### src/rtl/pwtx_pkg.sv
package pwtx_pkg;

    typedef enum logic [2:0] {
        ST_IDLE  = 3'd0,
        ST_GAP   = 3'd1,
        ST_PAUSE = 3'd2,
        ST_MARK  = 3'd3,
        ST_TAIL  = 3'd4
    } tx_state_e;

    typedef struct packed {
        logic carrier_off;
        logic ks_adv;
        logic done;
    } line_out_t;

    // carrier-on time that follows the pause, from the total bit period
    function automatic int unsigned carrier_span(input logic lvl,
                                                 input int unsigned one_total,
                                                 input int unsigned zero_total,
                                                 input int unsigned pause);
        return (lvl ? one_total : zero_total) - pause;
    endfunction

endpackage

### src/rtl/pw_deadline.sv
module pw_deadline #(
    parameter int TS_W = 32
) (
    input  logic            clk,
    input  logic            rst,
    input  logic            load,
    input  logic            step,
    input  logic [TS_W-1:0] load_val,
    input  logic [TS_W-1:0] inc,
    input  logic [TS_W-1:0] now_i,
    output logic [TS_W-1:0] stamp_o,
    output logic            reached_o
);
    logic [TS_W-1:0] stamp;
    logic [TS_W-1:0] diff;

    always_ff @(posedge clk) begin
        if (rst) begin
            stamp <= '0;
        end else if (load) begin
            stamp <= load_val;
        end else if (step) begin
            stamp <= stamp + inc;
        end
    end

    // modulo compare: reached once now is not behind the stamp
    always_comb begin
        diff      = now_i - stamp;
        reached_o = ~diff[TS_W-1];
    end

    assign stamp_o = stamp;

endmodule

### src/rtl/pw_bitsrc.sv
module pw_bitsrc #(
    parameter int MAX_BITS = 32,
    parameter int LEN_W    = $clog2(MAX_BITS + 1)
) (
    input  logic                clk,
    input  logic                rst,
    input  logic                load,
    input  logic                take,
    input  logic [MAX_BITS-1:0] frame_i,
    input  logic [LEN_W-1:0]    len_i,
    output logic                bit_o,
    output logic                empty_o
);
    localparam logic [LEN_W-1:0] LEN_CAP = LEN_W'(MAX_BITS);

    logic [MAX_BITS-1:0] shreg;
    logic [LEN_W-1:0]    left;

    always_ff @(posedge clk) begin
        if (rst) begin
            shreg <= '0;
            left  <= '0;
        end else if (load) begin
            shreg <= frame_i;
            left  <= (len_i > LEN_CAP) ? LEN_CAP : len_i;
        end else if (take && (left != '0)) begin
            shreg <= shreg >> 1;
            left  <= left - 1'b1;
        end
    end

    assign bit_o   = shreg[0];
    assign empty_o = (left == '0);

    assert_left_cap_R9: assert property (@(posedge clk) disable iff (rst)
        left <= LEN_CAP);

endmodule

### src/rtl/pause_width_tx.sv
module pause_width_tx
    import pwtx_pkg::*;
#(
    parameter int TS_W        = 32,
    parameter int MAX_BITS    = 32,
    parameter int LEN_W       = $clog2(MAX_BITS + 1),
    parameter int GAP_TICKS   = 330,
    parameter int PAUSE_TICKS = 30,
    parameter int ONE_TICKS   = 150,
    parameter int ZERO_TICKS  = 90
) (
    input  logic                clk,
    input  logic                rst,
    input  logic                start_i,
    input  logic [MAX_BITS-1:0] frame_i,
    input  logic [LEN_W-1:0]    len_i,
    input  logic [TS_W-1:0]     base_ts_i,
    input  logic [TS_W-1:0]     now_ts_i,
    input  logic                ks_bit_i,
    output logic                ks_adv_o,
    output logic                carrier_off_o,
    output logic                done_o,
    output logic [TS_W-1:0]     end_ts_o
);
    localparam logic [TS_W-1:0] GAP_INC   = TS_W'(GAP_TICKS);
    localparam logic [TS_W-1:0] PAUSE_INC = TS_W'(PAUSE_TICKS);

    tx_state_e       st, st_n;
    line_out_t       line_q, line_n;
    logic            lvl_q, lvl_n;

    logic            dl_load, dl_step, dl_reached;
    logic [TS_W-1:0] dl_inc;
    logic            bs_load, bs_take, bs_bit, bs_empty;

    pw_deadline #(.TS_W(TS_W)) u_deadline (
        .clk       (clk),
        .rst       (rst),
        .load      (dl_load),
        .step      (dl_step),
        .load_val  (base_ts_i + GAP_INC),
        .inc       (dl_inc),
        .now_i     (now_ts_i),
        .stamp_o   (end_ts_o),
        .reached_o (dl_reached)
    );

    pw_bitsrc #(.MAX_BITS(MAX_BITS), .LEN_W(LEN_W)) u_bitsrc (
        .clk     (clk),
        .rst     (rst),
        .load    (bs_load),
        .take    (bs_take),
        .frame_i (frame_i),
        .len_i   (len_i),
        .bit_o   (bs_bit),
        .empty_o (bs_empty)
    );

    always_comb begin
        st_n               = st;
        line_n             = line_q;
        line_n.ks_adv      = 1'b0;
        line_n.done        = 1'b0;
        lvl_n              = lvl_q;
        dl_load            = 1'b0;
        dl_step            = 1'b0;
        dl_inc             = PAUSE_INC;
        bs_load            = 1'b0;
        bs_take            = 1'b0;
        unique case (st)
            ST_IDLE: begin
                if (start_i) begin
                    dl_load = 1'b1;
                    bs_load = 1'b1;
                    st_n    = ST_GAP;
                end
            end
            ST_GAP, ST_MARK: begin
                if (dl_reached) begin
                    dl_step            = 1'b1;
                    dl_inc             = PAUSE_INC;
                    line_n.carrier_off = 1'b1;
                    if (bs_empty) begin
                        st_n = ST_TAIL;
                    end else begin
                        bs_take       = 1'b1;
                        lvl_n         = bs_bit ^ ks_bit_i;
                        line_n.ks_adv = 1'b1;
                        st_n          = ST_PAUSE;
                    end
                end
            end
            ST_PAUSE: begin
                if (dl_reached) begin
                    dl_step            = 1'b1;
                    dl_inc             = TS_W'(carrier_span(lvl_q, ONE_TICKS,
                                                            ZERO_TICKS, PAUSE_TICKS));
                    line_n.carrier_off = 1'b0;
                    st_n               = ST_MARK;
                end
            end
            ST_TAIL: begin
                if (dl_reached) begin
                    line_n.carrier_off = 1'b0;
                    line_n.done        = 1'b1;
                    st_n               = ST_IDLE;
                end
            end
            default: st_n = ST_IDLE;
        endcase
    end

    always_ff @(posedge clk) begin
        if (rst) begin
            st     <= ST_IDLE;
            line_q <= '0;
            lvl_q  <= 1'b0;
        end else begin
            st     <= st_n;
            line_q <= line_n;
            lvl_q  <= lvl_n;
        end
    end

    assign carrier_off_o = line_q.carrier_off;
    assign ks_adv_o      = line_q.ks_adv;
    assign done_o        = line_q.done;

    assert_adv_at_pause_R5: assert property (@(posedge clk) disable iff (rst)
        ks_adv_o |-> (carrier_off_o && !$past(carrier_off_o)));

    assert_done_on_restore_R6: assert property (@(posedge clk) disable iff (rst)
        done_o |-> (!carrier_off_o && $past(carrier_off_o)));

    assert_done_single_R6: assert property (@(posedge clk) disable iff (rst)
        done_o |=> !done_o);

    assert_edge_on_deadline_R7: assert property (@(posedge clk) disable iff (rst)
        (carrier_off_o != $past(carrier_off_o)) |-> $past(dl_reached));

endmodule

### config.mk
export PLATFORM = sky130hd
export DESIGN_NAME = pause_width_tx
export DESIGN_NICKNAME = d
export VERILOG_FILES = /design/src/rtl/pwtx_pkg.sv /design/src/rtl/pw_deadline.sv /design/src/rtl/pw_bitsrc.sv /design/src/rtl/pause_width_tx.sv
export SDC_FILE = /design/constraint.sdc
export NUM_CORES = 1
export LEC_CHECK = 0
export ABC_AREA = 1
export ABC_CLOCK_PERIOD_IN_PS = 3830
export BUFFER_PORTS_ARGS = -buffer_cell sky130_fd_sc_hd__buf_2
export CELL_PAD_IN_SITES_DETAIL_PLACEMENT = 1
export CELL_PAD_IN_SITES_GLOBAL_PLACEMENT = 2
export CORE_MARGIN = 1
export CORE_UTILIZATION = 29
export DETAILED_ROUTE_END_ITERATION = 12
export PLACE_DENSITY = 0.89
export SETUP_SLACK_MARGIN = 0.4
export SLEW_MARGIN = 0
export SYNTH_ARGS = -nofsm -noshare
export SYNTH_HDL_FRONTEND = slang
export SYNTH_SLANG_ARGS = --single-unit
### constraint.sdc
create_clock -name clk -period 3.83 [get_ports clk]
set_clock_uncertainty 0.05 [all_clocks]
set_input_delay 0.5745 -clock clk [delete_from_list [all_inputs] [get_ports clk]]
set_output_delay 0.5745 -clock clk [all_outputs]
set_load 0.005 [all_outputs]
### After elaboration in Yosys (flattened, before gate mapping)

Cells that the tools add are included.

| word-level totals | value |
|---|---|
| flip-flop bits (word level) | 77 |
| input bits | 106 |

| cells by class | value |
|---|---|
| reduce and logical (&&, ||, !) cells | 15 |
| add/subtract/negate cells | 5 |
| bitwise operators | 5 |
| equal/unequal tests | 9 |
| mux-type cells | 26 |
| magnitude comparators | 1 |

Operator list:

| operator | count |
|---|---|
| 2-to-1 mux 32 bit | 6 |
| adder 32 bit | 1 |
| adder 32 x 9 -> 32 bit, second input constant | 1 |
| subtractor 32 bit | 1 |
| 2-to-1 mux 6 bit | 3 |
| 2-to-1 mux 3 bit | 5 |
| case mux 3 bit (4 select lines) | 1 |
| inequality test 2 bit, second input constant | 5 |
| subtractor 8 x 5 -> 9 bit, second input constant | 1 |
| 2-to-1 mux 1 bit | 8 |
| 2-to-1 mux 8 bit | 1 |
| == test 3 x 2 -> 1 bit, second input constant | 2 |
| > comparator 6 bit, second input constant | 1 |
| logical NOT 6 bit | 1 |
| AND reduction 3 bit | 2 |
| nonzero test 2 bit | 3 |
| nonzero test 6 bit | 1 |
| OR reduction 2 bit | 3 |
| OR reduction 3 bit | 2 |
| subtractor 6 x 1 -> 6 bit, second input constant | 1 |
| NOT 1 bit | 4 |
| AND reduction 4 bit | 1 |
| == test 3 x 1 -> 1 bit, second input constant | 1 |
| == test 3 bit, second input constant | 1 |
| other kinds (5) | 5 |

### Depth between registers and ports, before layout

Gate-level depths: netlist of the first run.

| depth | value |
|---|---|
| depth after elaboration | 7 |
| gate-level depth with buffers | 32 |
| depth with buffers taken out | 32 |

### By module

From an unflattened synthesis of the first run, not the netlist that was laid out.

| second synthesis, totals | value |
|---|---|
| cells, all modules | 1389 |
| area total of the unflattened synthesis | 7927.6 um^2 |

By module, submodules not included:

| module | area an instance (um^2) | cells each | times used |
|---|---|---|---|
| pw_deadline | 4430.5 | 769 | 1 |
| pw_bitsrc | 2068.2 | 326 | 1 |
| pause_width_tx | 1428.9 | 294 | 1 |

### Least setup slack after synthesis of the first run

OpenSTA, ideal clock, no wires.

| timing | value |
|---|---|
| kind | input-to-reg |
| from | in now_ts_i[30] |
| to | reg u_deadline.stamp[27], in the netlist u_deadline.stamp_o[27] |
| required time | 3.669 ns |
| stages on the path | 24 |
| path slack | 0.229 ns |
| data arrival time | 3.439 ns |
| path through | ha_1 nand2_1 nor2_2 and2_2 a21oi_2 nand3_2 nand2_1 nor2_1 inv_1 ha_1 inv_1 fa_1 nand2_1 nor2_1 nor2_1 nor2_1 nor3_1 nand2_1 nand2_1 nand2_1 nand2_1 nand2_1 nor2_1 nor2_1 |

| on the way | value |
|---|---|
| cells in the longest elaborated chain, start to end | 6 |
| elaborated cells between the ends (all ways) | 9 |
| those cells by class | add/sub: 2; mux: 6; reduce/logical: 1 |

Ends and longest elaborated chain:

| what | line | text |
|---|---|---|
| from (decl) | pause_width_tx.sv:18 | `input logic [TS_W-1:0] now_ts_i,` |
| subtractor 32 bit (*) | pw_deadline.sv:29 | `diff = now_i - stamp;` |
| 2-to-1 mux 32 bit | pause_width_tx.sv:94 | `if (dl_reached) begin` |
| 2-to-1 mux 32 bit | n/a |  |
| adder 32 bit | pw_deadline.sv:23 | `stamp <= stamp + inc;` |
| 2-to-1 mux 32 bit | pw_deadline.sv:22 | `end else if (step) begin` |
| 2-to-1 mux 32 bit | pw_deadline.sv:20 | `end else if (load) begin` |
| to (signal assigned) | pw_deadline.sv:21 | `stamp <= load_val;` |
| to (signal assigned) | pw_deadline.sv:23 |  |
| to (decl) | pw_deadline.sv:14 | `logic [TS_W-1:0] stamp;` |

Every way passes the cells marked *; elsewhere a longest branch is shown, timed or not. The select of a mux whose other input is x is not followed.
A chain may end at the register's enable or synchronous reset.

### Worst setup path in the final report of the first run

| timing | value |
|---|---|
| from | reg u_deadline.stamp[21], in the netlist u_deadline.stamp_o[21] |
| to | reg u_deadline.stamp[16], in the netlist u_deadline.stamp_o[16] |

| on the way | value |
|---|---|
| cells in the longest elaborated chain, start to end | 6 |
| elaborated cells between the ends (all ways) | 9 |
| those cells by class | add/sub: 2; mux: 6; reduce/logical: 1 |

Ends and longest elaborated chain:

| what | line |
|---|---|
| subtractor 32 bit (*) | pw_deadline.sv:29 |
| 2-to-1 mux 32 bit | pause_width_tx.sv:94 |
| 2-to-1 mux 32 bit | n/a |
| adder 32 bit | pw_deadline.sv:23 |
| 2-to-1 mux 32 bit | pw_deadline.sv:22 |
| 2-to-1 mux 32 bit | pw_deadline.sv:20 |

Marked as above.

==> impl_results.md, run 1 <==
- R2R Setup Slk: 0.48 ns
- Post-Synthesis Cells: 1074
- Routability cong.: 0.858
- Synth cell types: 43
- Hold buffer count at cts: 0
- Clock sink total: 77
- Initial DRC count: 264
- Clock buffer depth: 2
- Setup crit end kind: flip-flop
- Status: finished clean
- Most frequent CP cell: nand2_4
- Mapped Area: 0.00651 mm²
- CTS tree: yes
- Inserted Clock Buffers: 9
- Die X: 152 µm
- Critical Path RT: 4.03 ns
- Gr ovfl total: 0
- Critical Path AT: 3.55 ns
- Hold path endpoint: u_deadline.stamp_o[0]
- Maximum vdd drop: 403 µV
- HP Class: in -> reg
- Reg clk slew, reported paths: 0.07 ns
- Sequential cell area fraction in the yosys report: 0.237
- CTS Root Cell: clkbuf_16
- Hold_sp: base_ts_i[0]
- Hold path depth: 3
- Final ANT Viol Nets: 0
- Routed wire length: 24200 µm
- Overall Global Routing Usage: 0.209
- RSZ-0062 raised after global routing: yes
- Leakage Power: 0.00442 µW
- Synth Area in Compound Gates: 0.0596
- CTS H-Tree Depth: 3
- Final hold violation count: 0
- DRT Pass-1 Iters: 4
- Syn nets: 1217
- Number of max-cap violations: 0
- CP Buf/Inv Count: 5
- Power Density: 775 mW/mm²
- CP Max Fanout: 6
- Fillers: 2925
- CP startpoint: u_deadline.stamp_o[21]
- Area of the core: 0.0219 mm²
- Nets: 1406
- Largest net degree at the start of global routing: 70
- First-pass GRT wire length: 39000 µm
- Startpoint Class: flip-flop
- IO buf count: 140
- Min Tclk post-route: 3.35 ns
- Most frequent cells in the layout: nand2_1 (293), nor2_1 (160), buf_2 (140)
- Setup violators final: 0
- Largest delay contributor family on the critical path: simple AND/OR/NAND/NOR gates
- Die ar.: 0.0230 mm²
- Mux contribution to synthesized area: 0.0477
- Crit path max-delay cell type: dfxtp_2
- Critical path type: reg -> reg
- I/O Pins: 141
- Cell row count: 54
- # DRC: 0
- Worst-Skew Late Latency: 0.36 ns
- Setup slack after placement: -0.0983 ns
- Via density: 4.85
- Hold slack: 0.407 ns
- Syn-to-layout area delta: 34.6%
- Layout cells sized above 1: 0.309
- DPL Wire Length: 18800 µm
- Final period util: 0.874
- Worst slew pin tran: 0.920 ns
- Post-synthesis simple-gate area fraction: 0.455
- FF-to-FF path depth: 26
- Initial core utilization: 0.297
- Largest family of logic cells by synthesized area: simple AND/OR/NAND/NOR gates
- WL/cell: 15.7 µm
- Die Height: 152 µm
- RR Startpoint: u_deadline.stamp_o[21]
- Fmax: 299 MHz
- Setup WS post-layout: 0.481 ns
- Slew headroom: 0.386
- Pwr Total: 6790 µW
- Antenna violations before repair: 0
- Most common cell after layout, fill and taps aside: nand2_1
- Synthesized flop and latch total: 77
- Reg-to-Reg End: u_deadline.stamp_o[16]
- Slowest stage delay, CP: 0.33 ns
- N_diodes: 0
- Finished layout cell area: 0.00876 mm²
- Adder-cell area share of the yosys netlist: 0.0723
- Post-DP Area: 0.00775 mm²
- Vias: 7507
- Avg Inst Size Synth: 6.06 µm²
- Synth warn: 0
- XOR/XNOR Fraction of Synth Area: 0.0296
- Slew Limit Fails: 0
- Vias in the first global route: 7693
==> flip-flops by register name (all words and copies together), names as in the netlist <==
signal              flops
u_bitsrc.shreg         32
u_deadline.stamp_o     32
u_bitsrc.left           6
st                      3
carrier_off_o           1
done_o                  1
ks_adv_o                1
lvl_q                   1
==> power by group <==
group          total, µW  internal [µW]  switching [µW]
clock network        917            517             400
logic               4440           1790            2650
registers           1430           1200             233
total               6790           3500            3290
==> routing by layer <==
metal | track usage | wire length [µm] | vias up
met5 | 0 | 0 | -
met4 | 0.0671 | 660 | 0
met3 | 0.0431 | 1360 | 33
met2 | 0.365 | 11800 | 181
met1 | 0.254 | 10400 | 3482
li1 | - | - | 3811
==> worst reg2reg max path: stages, from the launching register on <==
cell and delay (ns):
dfxtp_2 0.33, inv_1 0.08, ha_1 0.28, nand2_1 0.07
a21oi_1 0.20, nor2_2 0.06, nand2_2 0.09, a21oi_4 0.07
buf_4 0.14, nand2_4 0.06, nand2_4 0.05, nand2_4 0.08
nor2_4 0.04, buf_4 0.15, ha_4 0.28, inv_1 0.06
nor2_1 0.17, nand2_4 0.09, nand3_4 0.09, nand2_4 0.07
nor3_2 0.10, buf_4 0.17, nand3_1 0.09, nand3_2 0.10
o21ai_0 0.11, nor2_1 0.12, nor2_1 0.05
==> worst max path at each step <==
stage | endpoint | slack [ns] | depth (start not counted)
2_1_floorplan | u_deadline.stamp_o[31] | 0.41 | 27
3_3_place_gp | u_deadline.stamp_o[31] | 0.03 | 28
3_5_place_dp | u_deadline.stamp_o[31] | -0.1 | 28
4_1_cts | u_deadline.stamp_o[31] | 0.40 | 29
5_1_grt | u_deadline.stamp_o[16] | 0.25 | 26
6_report | u_deadline.stamp_o[16] | 0.48 | 26
==> repair_timing <==
action,4_1_cts,5_1_grt
endpoints found under the setup margin,25,27
cloned,0,0
resized for setup,59,85
pin swaps,18,38
setup buffers,10,14
endpoints found under the hold margin,0,0
==> cell type report <==
cell class                 count  area [µm²]  area share
multi-input combinational    845        4790       0.547
tap                          280         350      0.0400
clock inverter                 7        83.8     0.00957
clock buffer                   9         225      0.0257
inverter                     117         464      0.0530
timing repair buffer         213        1270       0.145
sequential                    77        1580       0.180
==> per-stage QoR <==
step,setup TNS (ns),instances,utilization
2_1_floorplan,0,1074,-
3_3_place_gp,0,1508,0.354
3_5_place_dp,-0.205,1508,0.354
4_1_cts,0,1534,0.380
5_1_grt,0,1548,0.400
6_report,0,1548,0.400
==> kinds of logic after synthesis <==
family | after synthesis
and+or+nand+nor | 683
DFF | 77
buffers and inverters | 152
AOI/OAI and AO/OA | 72
adders and majority gates | 37
muxes | 31
xor gates and xnor gates | 22
==> cells in the mapped netlist, drive strengths merged <==
cell | n | area share
nor3 | 16 | 0.014
nor4 | 6 | 0.0058
fa | 1 | 0.0031
o21bai | 1 | 0.0012
o21ai | 33 | 0.025
nand2 | 327 | 0.20
buf | 23 | 0.025
clkbuf | 12 | 0.0069
a31oi | 2 | 0.0019
ha | 36 | 0.069
a21o | 4 | 0.0046
a21oi | 28 | 0.022
or2 | 2 | 0.0019
xnor2 | 5 | 0.0067
o22ai | 2 | 0.0019
and2 | 2 | 0.0021
nand4 | 20 | 0.019
nand3b | 5 | 0.0058
dfxtp | 77 | 0.24
nor2 | 197 | 0.12
and3 | 3 | 0.0029
a31o | 1 | 0.0013
nand3 | 103 | 0.083
xor2 | 17 | 0.023
nor3b | 2 | 0.0023
o211ai | 1 | 0.0012
mux2i | 31 | 0.048
inv | 117 | 0.067
No activity file was read; power rests on OpenSTA's default activity.
==> run 2, diff against run 1 <==
Settings changed: ABC_AREA 1 to unset, CORE_UTILIZATION 29 to 31.
==> run 2 against run 1 <==
  * The run now ends with negative setup slack left
  * Non-clock buffer count rose by 41
  * Final area decreased by 7.2%
  * Hold slack worse by 0.0022 ns
  * Area after synthesis decreased by 14%
  * Sequential share of layout area up 1.1 points
  * Die area decreased by 19%
  * Clock power is 2.6% lower
  * Sequential cell count did not move
  * Sequential power decreased by 24%
  * Global-route usage is 2.0 points higher
  * Largest cell class unchanged
==> impl_results.md, run 2 <==
- CP Max Fanout: 5 (-1)
- Biggest area consumer among synthesized cells: dfxtp_1
- Min Tclk post-route: 4.29 ns (+0.941 ns)
- Die ar.: 0.0186 mm² (-19%)
- I/O Pins: 141 (unchanged)
- Largest net degree at the start of global routing: 71 (+1.4%)
- Synth Area in Compound Gates: 0.266 (+0.206)
- Cell with the most instances after synthesis: nor2_1
- Reg clk slew, reported paths: 0.07 ns (about the same)
- Largest family of logic cells by synthesized area: compound AO/OA/AOI/OAI gates
- Inserted Clock Buffers: 9 (unchanged)
- Routed wl met2: 10700 µm (-9.2%)
- Most frequent cells in the layout: buf_2 (140), buf_4 (101), nor2_1 (95)
- Mapped Area: 0.00559 mm² (-14%)
- XOR/XNOR Fraction of Synth Area: 0.0502 (+0.0206)
- IO buf count: 140 (unchanged)
- Ys async rst share: 0 (unchanged)
- Final Util: 0.465 (+0.0649)
- DPL Wire Length: 15500 µm (-18%)
- Avg Inst Size Synth: 7.89 µm² (+30%)
- R2R Setup Slk: -0.46 ns (-0.94 ns)
- Synth warn: 0 (unchanged)
- Setup crit end kind: flip-flop
- Adder-cell area share of the yosys netlist: 0.0842 (+0.0119)
- Final period util: 1.12 (+0.246)
- Critical Path AT: 4.46 ns (+0.91 ns)
- Syn-to-layout area delta: 45.4%
- Initial core utilization: 0.320 (+0.0224)
- Sequential cell area fraction in the yosys report: 0.276 (+0.0390)
- First-pass GRT wire length: 33000 µm (-15%)
- Crit path max-delay cell type: a2111o_1
- Multi-input gate area: 0.00419 mm² (-12%)
- Post-synthesis simple-gate area fraction: 0.254 (-0.201)
- CP cell instances: inv_2, ha_4, a41oi_2, o21ai_1, a221o_1, or2_4, a211o_4, a21oi_4, nand3_4, inv_4, nand2_4, ha_4, a2111o_1, a21oi_2, nor2b_2, buf_4, o21ai_2, buf_6, buf_6, o21ai_2, a311oi_1
- Overall Global Routing Usage: 0.229 (+0.0202)
- Synth cell types: 70 (+63%)
- Fmax: 233 MHz (-22%)
- Synthesized flop and latch total: 77 (unchanged)
- Clock sink total: 77 (unchanged)
- Antenna violations before repair: 0 (unchanged)
- Post-Synthesis Cells: 708 (-34%)
- Synth area leaders: dfxtp_1 (28%), ha_1 (8.1%), a2111oi_2 (7.3%)
- Critical Path RT: 4.00 ns (-0.03 ns)
- Violated checks: negative setup slack
- Power Density: 480 mW/mm² (-38%)
- Die Height: 136 µm (-10%)
- Met1 Wirelength: 9530 µm (-8.4%)
- HP Class: in -> reg
- Fillers: 2120 (-28%)
- Setup violators final: 25 (+25)
- FF+latch area: 0.00155 mm² (-1.7%)
- DRT Pass-1 Iters: 4 (unchanged)
- Most common cell after layout, fill and taps aside: buf_2
- Slowest stage delay, CP: 0.41 ns (+0.08 ns)
- Routability cong.: 0.853 (-0.58%)
- Clock buffer depth: 2 (unchanged)
- Post-Layout Cell Count: 1161 (-25%)
- Initial DRC count: 326 (+23%)
- Nets: 1074 (-24%)
- Final ANT Viol Nets: 0 (unchanged)
- Worst-Skew Late Latency: 0.35 ns (about the same)
- Via density: 5.45 (+12%)
- Final hold violation count: 0 (unchanged)
- Vias: 6329 (-16%)
- Post-synth top cells: nor2_1 (97), dfxtp_1 (77), nor3_1 (54), nand2_1 (48), a21oi_1 (44)
- # DRC: 0 (unchanged)
- Pwr Total: 3900 µW (-43%)
- N_diodes: 0 (unchanged)
- Layout cells sized above 1: 0.416 (+0.106)
- WL/cell: 18.6 µm (+19%)
- Critical path type: reg -> reg
- Syn nets: 851 (-30%)
- RSZ-0062 raised after global routing: yes
- CTS Root Cell: clkbuf_16
- Worst slew pin tran: 0.920 ns (-0.000721 ns)
- Maximum vdd drop: 205 µV (-49%)
- Setup TNS: -6.65 ns (-6.65 ns)
- CTS H-Tree Depth: 3 (unchanged)
- Dpl cells: 1118 (-26%)
- Vias in the first global route: 6445 (-16%)
- Die X: 136 µm (-10%)
- Number of max-cap violations: 0 (unchanged)
- Max layer used: met4
- Gr ovfl total: 0 (unchanged)
- Status: finished with violations
- Leakage Power: 0.00334 µW (-24%)
- Top-area cell type share of the netlist area: 0.276 (+0.0390)
- Setup WS post-layout: -0.460 ns (-0.941 ns)
- Post-synth EDFFs: 0 (unchanged)
- Slew headroom: 0.381 (-0.00517)
- Mux contribution to synthesized area: 0.00717 (-0.0405)
- Slew Limit Fails: 0 (unchanged)
- CTS tree: yes
- Startpoint Class: flip-flop
- WL met3: 909 µm (-33%)
- Routed wire length: 21600 µm (-11%)
- Area of the core: 0.0175 mm² (-20%)
- Ys flop type: dfxtp_1
- Cell row count: 48 (-11%)
run 2: repair_timing:
action | CTS | global route
endpoints found under the setup margin | 29 | 51
gates resized for setup | 43 | 53
pin swaps | 30 | 25
hold buffers | 0 | 0
setup buffers | 16 | 11
run 2: layout make-up:
cell class / instances / area share
Clock buffer: 11 / 0.0299
Sequential cell: 77 / 0.191
Multi-Input combinational cell: 546 / 0.516
Timing Repair Buffer: 254 / 0.201
Tap cell: 225 / 0.0346
Clock inverter: 5 / 0.00724
Inverter: 43 / 0.0205
run 2: worst paths after layout:
| check | startpoint | to | cells after the start |
|---|---|---|---|
| max | u_deadline.stamp_o[20] | u_deadline.stamp_o[8] | 21 |
| min | len_i[1] | u_bitsrc.left[1] | 3 |
| max reg2reg | u_deadline.stamp_o[20] | u_deadline.stamp_o[8] | 21 |
| min reg2reg | u_deadline.stamp_o[0] | u_deadline.stamp_o[0] | 2 |
run 2: per-stage QoR:
step           cell area [µm²]  hold WS [ns]  setup slack (ns)
2_1_floorplan             5720         0.411            -0.426
3_3_place_gp              7200         0.402            -0.540
3_5_place_dp              7200         0.415            -0.677
4_1_cts                   7780         0.399            -0.323
5_1_grt                   8130         0.425            -0.592
6_report                  8130         0.405            -0.460
run 2: cell families after synthesis:
group,count (synthesis)
and+or+nand+nor,295
AOI/OAI and AO/OA,178
buffers and inverters,85
DFF,77
adders and majority gates,37
xor gates and xnor gates,32
muxes,4
run 2: layer usage:
layer	up-vias	global-route usage
li1	3067	-
met3	29	0.0265
met1	3079	0.301
met2	154	0.384
met4	0	0.0815
met5	-	0
run 2: worst max-delay path, delay by kind of cell (launching register included):
family	cells	cell delay, ns
DFF	1	0.32
buffers and inverters	5	0.56
and+or+nand+nor	4	0.53
adders and majority gates	2	0.44
AOI/OAI and AO/OA	10	2.24
run 2: report_power, final:
part / internal (µW) / switching, µW
Clock: 525 / 369
Combinational: 847 / 1080
Sequential: 971 / 111
